--- src/rtl/rsc_pkg.sv ---
package rsc_pkg;
    typedef enum logic [1:0] {
        CMODE_ONE    = 2'd0,
        CMODE_PARITY = 2'd1,
        CMODE_MISR   = 2'd2,
        CMODE_MISR_B = 2'd3
    } cmode_t;

    typedef enum logic [1:0] {
        ST_IDLE = 2'd0,
        ST_RUN  = 2'd1,
        ST_DONE = 2'd2
    } cstate_t;
endpackage

--- src/rtl/rsc_ctrl.sv ---
module rsc_ctrl
    import rsc_pkg::*;
#(
    parameter int SEL_W = 2
) (
    input  logic             clk,
    input  logic             rst_n,
    input  logic             seed_clr,
    input  logic             start,
    input  logic             finish,
    input  logic [1:0]       mode_in,
    input  logic [SEL_W-1:0] sel_in,
    output cmode_t           mode_q,
    output logic [SEL_W-1:0] sel_q,
    output logic             running,
    output logic             done
);
    cstate_t cur, nxt;

    always_comb begin
        nxt = cur;
        unique case (cur)
            ST_IDLE: if (start)  nxt = ST_RUN;
            ST_RUN:  if (finish) nxt = ST_DONE;
            ST_DONE: if (start)  nxt = ST_RUN;
            default: nxt = ST_IDLE;
        endcase
        if (seed_clr) nxt = ST_IDLE;
    end

    always_ff @(posedge clk or negedge rst_n) begin
        if (!rst_n) cur <= ST_IDLE;
        else        cur <= nxt;
    end

    always_ff @(posedge clk or negedge rst_n) begin
        if (!rst_n) begin
            mode_q <= CMODE_ONE;
            sel_q  <= '0;
        end else if (start && !seed_clr && cur != ST_RUN) begin
            mode_q <= cmode_t'(mode_in);
            sel_q  <= sel_in;
        end
    end

    always_comb begin
        running = (cur == ST_RUN);
        done    = (cur == ST_DONE);
    end

    AST_SEL_FROZEN_IN_RUN: assert property (@(posedge clk) disable iff (!rst_n)
        (cur == ST_RUN) |=> ($stable(mode_q) && $stable(sel_q)));
    AST_FINISH_ENDS_RUN: assert property (@(posedge clk) disable iff (!rst_n)
        (cur == ST_RUN && finish && !seed_clr) |=> (cur == ST_DONE));
    AST_SEED_TO_IDLE: assert property (@(posedge clk) disable iff (!rst_n)
        seed_clr |=> (cur == ST_IDLE));
endmodule

--- src/rtl/rsc_feed.sv ---
module rsc_feed
    import rsc_pkg::*;
#(
    parameter int NUM_OUT = 4,
    parameter int SIG_W   = 4,
    parameter int SEL_W   = 2
) (
    input  cmode_t             mode,
    input  logic [SEL_W-1:0]   sel,
    input  logic [NUM_OUT-1:0] resp,
    output logic [SIG_W-1:0]   inject
);
    localparam int PAD_W = 2 ** SEL_W;

    logic [PAD_W-1:0] resp_pad;
    logic [SIG_W-1:0] par_bits;

    always_comb begin
        resp_pad = '0;
        resp_pad[NUM_OUT-1:0] = resp;
    end

    for (genvar gi = 0; gi < SIG_W; gi++) begin : g_inj
        if (gi < NUM_OUT) begin : g_live
            assign par_bits[gi] = resp[gi];
        end else begin : g_pad
            assign par_bits[gi] = 1'b0;
        end
    end

    always_comb begin
        inject = '0;
        unique case (mode)
            CMODE_ONE:    inject[0] = resp_pad[sel];
            CMODE_PARITY: inject[0] = ^resp;
            default:      inject    = par_bits;
        endcase
    end
endmodule

--- src/rtl/rsc_sigreg.sv ---
module rsc_sigreg #(
    parameter int               SIG_W = 4,
    parameter logic [SIG_W-1:0] POLY  = 4'b0011
) (
    input  logic             clk,
    input  logic             rst_n,
    input  logic             clr,
    input  logic             step,
    input  logic [SIG_W-1:0] inject,
    output logic [SIG_W-1:0] sig
);
    logic [SIG_W-1:0] sig_nxt;
    logic             fb;

    assign fb = sig[SIG_W-1];

    for (genvar gs = 0; gs < SIG_W; gs++) begin : g_stage
        if (gs == 0) begin : g_first
            assign sig_nxt[gs] = (POLY[gs] & fb) ^ inject[gs];
        end else begin : g_rest
            assign sig_nxt[gs] = sig[gs-1] ^ (POLY[gs] & fb) ^ inject[gs];
        end
    end

    always_ff @(posedge clk or negedge rst_n) begin
        if (!rst_n)    sig <= '0;
        else if (clr)  sig <= '0;
        else if (step) sig <= sig_nxt;
    end

    AST_CLEAR_TO_ZERO: assert property (@(posedge clk) disable iff (!rst_n)
        clr |=> (sig == '0));
    AST_HOLD_WITHOUT_STEP: assert property (@(posedge clk) disable iff (!rst_n)
        (!clr && !step) |=> $stable(sig));
endmodule

--- src/rtl/resp_space_compactor.sv ---
module resp_space_compactor
    import rsc_pkg::*;
#(
    parameter int               NUM_OUT = 4,
    parameter int               SIG_W   = 4,
    parameter logic [SIG_W-1:0] POLY    = 4'b0011,
    localparam int              SEL_W   = (NUM_OUT > 1) ? $clog2(NUM_OUT) : 1
) (
    input  logic               clk,
    input  logic               rst_n,
    input  logic               seed_clr,
    input  logic               start,
    input  logic               finish,
    input  logic               enable,
    input  logic [1:0]         mode,
    input  logic [SEL_W-1:0]   out_sel,
    input  logic [NUM_OUT-1:0] resp,
    input  logic [SIG_W-1:0]   golden,
    output logic [SIG_W-1:0]   signature,
    output logic               pass
);
    cmode_t           mode_q;
    logic [SEL_W-1:0] sel_q;
    logic             running, done, step_en;
    logic [SIG_W-1:0] inject;

    rsc_ctrl #(.SEL_W(SEL_W)) u_ctrl (
        .clk(clk), .rst_n(rst_n), .seed_clr(seed_clr), .start(start),
        .finish(finish), .mode_in(mode), .sel_in(out_sel),
        .mode_q(mode_q), .sel_q(sel_q), .running(running), .done(done)
    );

    rsc_feed #(.NUM_OUT(NUM_OUT), .SIG_W(SIG_W), .SEL_W(SEL_W)) u_feed (
        .mode(mode_q), .sel(sel_q), .resp(resp), .inject(inject)
    );

    assign step_en = running & enable;

    rsc_sigreg #(.SIG_W(SIG_W), .POLY(POLY)) u_sig (
        .clk(clk), .rst_n(rst_n), .clr(seed_clr), .step(step_en),
        .inject(inject), .sig(signature)
    );

    always_comb pass = done && (signature == golden);

    AST_PASS_MATCHES: assert property (@(posedge clk) disable iff (!rst_n)
        pass |-> (signature == golden));
    AST_PARITY_LOW_STAGE: assert property (@(posedge clk) disable iff (!rst_n)
        (step_en && !seed_clr && mode_q == CMODE_PARITY) |=>
        (signature[0] == (($past(signature[SIG_W-1]) & POLY[0]) ^ $past(^resp))));
    AST_IDLE_NO_CHANGE: assert property (@(posedge clk) disable iff (!rst_n)
        (!running && !seed_clr) |=> $stable(signature));
endmodule

--- config.mk ---
export PLATFORM = sky130hd
export DESIGN_NAME = resp_space_compactor
export DESIGN_NICKNAME = d
export VERILOG_FILES = /design/src/rtl/rsc_pkg.sv /design/src/rtl/rsc_ctrl.sv /design/src/rtl/rsc_feed.sv /design/src/rtl/rsc_sigreg.sv /design/src/rtl/resp_space_compactor.sv
export SDC_FILE = /design/constraint.sdc
export NUM_CORES = 1
export LEC_CHECK = 0
export BUFFER_PORTS_ARGS = -buffer_cell sky130_fd_sc_hd__buf_2
export CAP_MARGIN = 40
export CORE_MARGIN = 2
export CORE_UTILIZATION = 47
export DETAILED_ROUTE_END_ITERATION = 8
export GPL_ROUTABILITY_DRIVEN = 0
export HOLD_SLACK_MARGIN = 0.06
export PLACE_DENSITY_LB_ADDON = 0.25
export SETUP_SLACK_MARGIN = 0.1
export SLEW_MARGIN = 20
export SYNTH_ARGS = -nofsm -noshare
export SYNTH_HDL_FRONTEND = slang
export SYNTH_HIERARCHICAL = 1
export SYNTH_SLANG_ARGS = --single-unit
--- constraint.sdc ---
create_clock -name clk -period 1.7 [get_ports clk]
set_input_delay 0.17 -clock clk [delete_from_list [all_inputs] [get_ports clk]]
set_output_delay 0.17 -clock clk [all_outputs]
set_load 0.005 [all_outputs]
==> summary.md <==
| Metric | Value |
|---|---|
| EDFF count, synth | 0 |
| Die H | 41.0 um |
| Ports | 23 |
| Skew final | 0.00161 ns |
| Sw power | 0.000177 W |
| Synth unique cells | 27 |
| Clk network pwr share | 0.310 |
| Pwr dens | 814 nW/um^2 |
| Final worst path period need | 1.54 ns |
| GRT Residual Overflow | 0 |
| Nets@finish | 105 |
| Peak supply drop | 0.456 mV |
| Layout cell share with drive strength beyond 1 | 0.453 |
| Fmax | 651 MHz |
| Vias in the first global route | 468 |
| Share of the synthesized area in the top cell type | 0.388 |
| Final HPWL DP | 963 um |
| RSZ-0062 raised after global routing | true |
| Total GRT Usage | 0.185 |
| Ys flop type | dfrtp_1 |
| FP Rows | 13 |
| Critical Path Start Type | flip-flop |
| Switching Fraction | 0.264 |
| Syn Nets | 77 |
| Final Cycle Share | 0.903 |
| CTS tree | built |
| Setup-failing EPs final | 0 |
| Critical Path RT | 1.87 ns |
| Clock-pin slew on the worst setup and hold paths | 0.06 ns |
| Vias per Instance | 5.21 |
| First-pass DRT Iterations | 4 |
| Global-route wire length before repair | 1920 um |
| Area leader, netlist | dfrtp_1 |
| Leakage | 0.393 nW |
| Root buf cell | clkbuf_4 |
| Slew of the pin with the lowest slew margin | 0.265 ns |
| Max Slew Vio Count | 0 |
| Fin area | 825 sq um |
| Final WL | 1200 um |
| Max cap viols | 0 |
| Routed via count | 526 |
| Worst setup path class | flip-flop to flip-flop |
| Power Internal | 0.000493 W |
| Worst setup EP type | flip-flop |
| Synth top area cells | dfrtp_1 39%, mux2_2 7.0%, xnor2_1 5.4%, xor2_1 4.1%, xor3_1 3.7% |
| Register bit total from synthesis | 10 |
| Num Clock Sinks | 10 |
| Yosys warns | 6 |
| Detail Route Antenna Nets | 0 |
| Routed len/inst | 11.9 um |
| Final hold vios | 0 |
| H-tree levels | 1 |
| Port bufs | 22 |
| Largest net degree at the start of global routing | 11 |
| DRC Markers | 0 |
| Synthesized area | 644 sq um |
| Slew margin rel. | 0.823 |
| 1st-iter DRT viols | 6 |
| Gate power share | 0.250 |
| Status | complete, no violations |
| CP arrival | 1.71 ns |
| Seq pwr share | 0.440 |
| CTS max path bufs | 2 |
| Post-Synthesis Cells | 59 |
| Hold crit path type | input port to flip-flop |
| Clk_lat worst skew | 0.26 ns |
| Setup TNS | 0 ns |
| Async SR Flop Fraction | 1.00 |
| DIE AREA | 1680 sq um |
| CP Max Fanout | 4 |
| CTS buffer count | 3 |
| Avg Inst Size Synth | 10.9 sq um |
| Die width | 41.0 um |
| Fillers | 114 |
| Core ar. | 1280 sq um |
| Initial antenna violation count | 0 |
| Initial core utilization | 0.501 |
| Dpl cell area | 766 sq um |
| Area grow syn2layout | 28.0% |
| Ant diodes | 0 |
| Post-synthesis sequential area ratio | 0.388 |
==> cell usage after synthesis, types with 2 or more instances <==
| library cell | instances |
|---|---|
| xnor2_1 | 4 |
| xor2_1 | 3 |
| and2_1 | 3 |
| mux2_2 | 4 |
| mux2i_1 | 2 |
| a211oi_1 | 3 |
| inv_1 | 6 |
| dfrtp_1 | 10 |
| nor2_1 | 6 |
==> path summary, 6_finish.rpt <==
path,slack (ns),start,endpoint,cells past startpoint
worst max register to register,0.16,u_ctrl/sel_q[0],u_sig/sig[0],5
worst min-delay path,0.14,mode[1],u_ctrl/mode_q[1],2
worst min register to register,0.57,u_ctrl/sel_q[1],u_ctrl/sel_q[1],1
worst max-delay path,0.16,u_ctrl/sel_q[0],u_sig/sig[0],5
max in group asynchronous,1.22,rst_n,u_ctrl/mode_q[0],2
min in group asynchronous,0.29,rst_n,u_sig/sig[3],2
==> repair_timing <==
item                                   CTS  global route
hold buffers                             1             0
resized for setup                        0             1
setup buffers                            0             1
endpoints found under the hold margin   10             0
setup endpoints to repair                0             2
==> critical path: stages (launching register included) <==
cell and delay [ns]:
dfrtp_1 0.42, a2111oi_2 0.36, a31oi_1 0.07, a22o_2 0.22, xnor2_1 0.13, a211oi_2 0.24
==> power groups by stage <==
stage	Sequential (W)	Clock (W)	Combinational (W)
6_report	0.000295	0.000208	0.000167
5_1_grt	0.000301	0.000227	0.000188
2_1_floorplan	0.000294	0	0.000116
3_3_place_gp	0.000300	0	0.000158
4_1_cts	0.000296	0.000219	0.000164
3_5_place_dp	0.000301	0	0.000162
==> metrics by stage <==
step,setup WS [ns],utilization,instances,hold slack (ns),power [W]
detailed placement,0.139,0.596,95,0.0437,0.000463
floorplan,0.271,-,59,-0.126,0.000410
CTS,0.121,0.632,100,0.131,0.000679
global placement,0.238,0.596,95,0.0416,0.000458
finish,0.164,0.642,101,0.143,0.000671
global route,0.0302,0.642,101,0.130,0.000717
==> flip-flops by register name (all words and copies together) (netlist names) <==
name / cells
u_ctrl/cur: 2
u_ctrl/sel_q: 2
u_sig/sig: 4
u_ctrl/mode_q: 2
==> cell families after synthesis <==
| family | synth area share |
|---|---|
| XOR/XNOR | 0.132 |
| AND/OR/NAND/NOR | 0.186 |
| flip-flops | 0.388 |
| multiplexers | 0.101 |
| AO/OA/AOI/OAI | 0.146 |
| buffers and inverters | 0.0466 |
==> routing by layer <==
metal  global-route usage  share of wire  up-vias  wire length [um]
met2                0.320           0.51       18               614
met3               0.0815          0.060        0                72
met5                    0              0        -                 0
met1                0.201           0.43      246               515
li1                     -              -      262                 -
met4               0.0500              0        0                 0
==> cells in the final DEF, fill, tap and decap left out, drive strengths merged <==
cell type     n
a2111oi       1
a211oi        3
a21oi         1
a222oi        1
a22o          1
a22oi         1
a2bb2oi       1
a31oi         1
and2          4
and2b         1
buf          23
clkbuf        4
dfrtp        10
dlygate4sd3   1
inv           6
mux2          4
mux2i         2
nand2b        1
nor2          6
nor2b         2
nor3          1
nor3b         1
o2111ai       1
or2b          1
xnor2         4
xor2          3
xor3          1
==> cell type report <==
type | instances | area, sq um | area share
Clock buffer | 4 | 36.3 | 0.0440
Inverter | 6 | 22.5 | 0.0273
Multi-Input combinational cell | 42 | 369 | 0.448
Sequential cell | 10 | 250 | 0.303
Tap cell | 15 | 18.8 | 0.0228
Timing Repair Buffer | 24 | 128 | 0.155
Note: power is estimated with default switching activity, not from simulation.
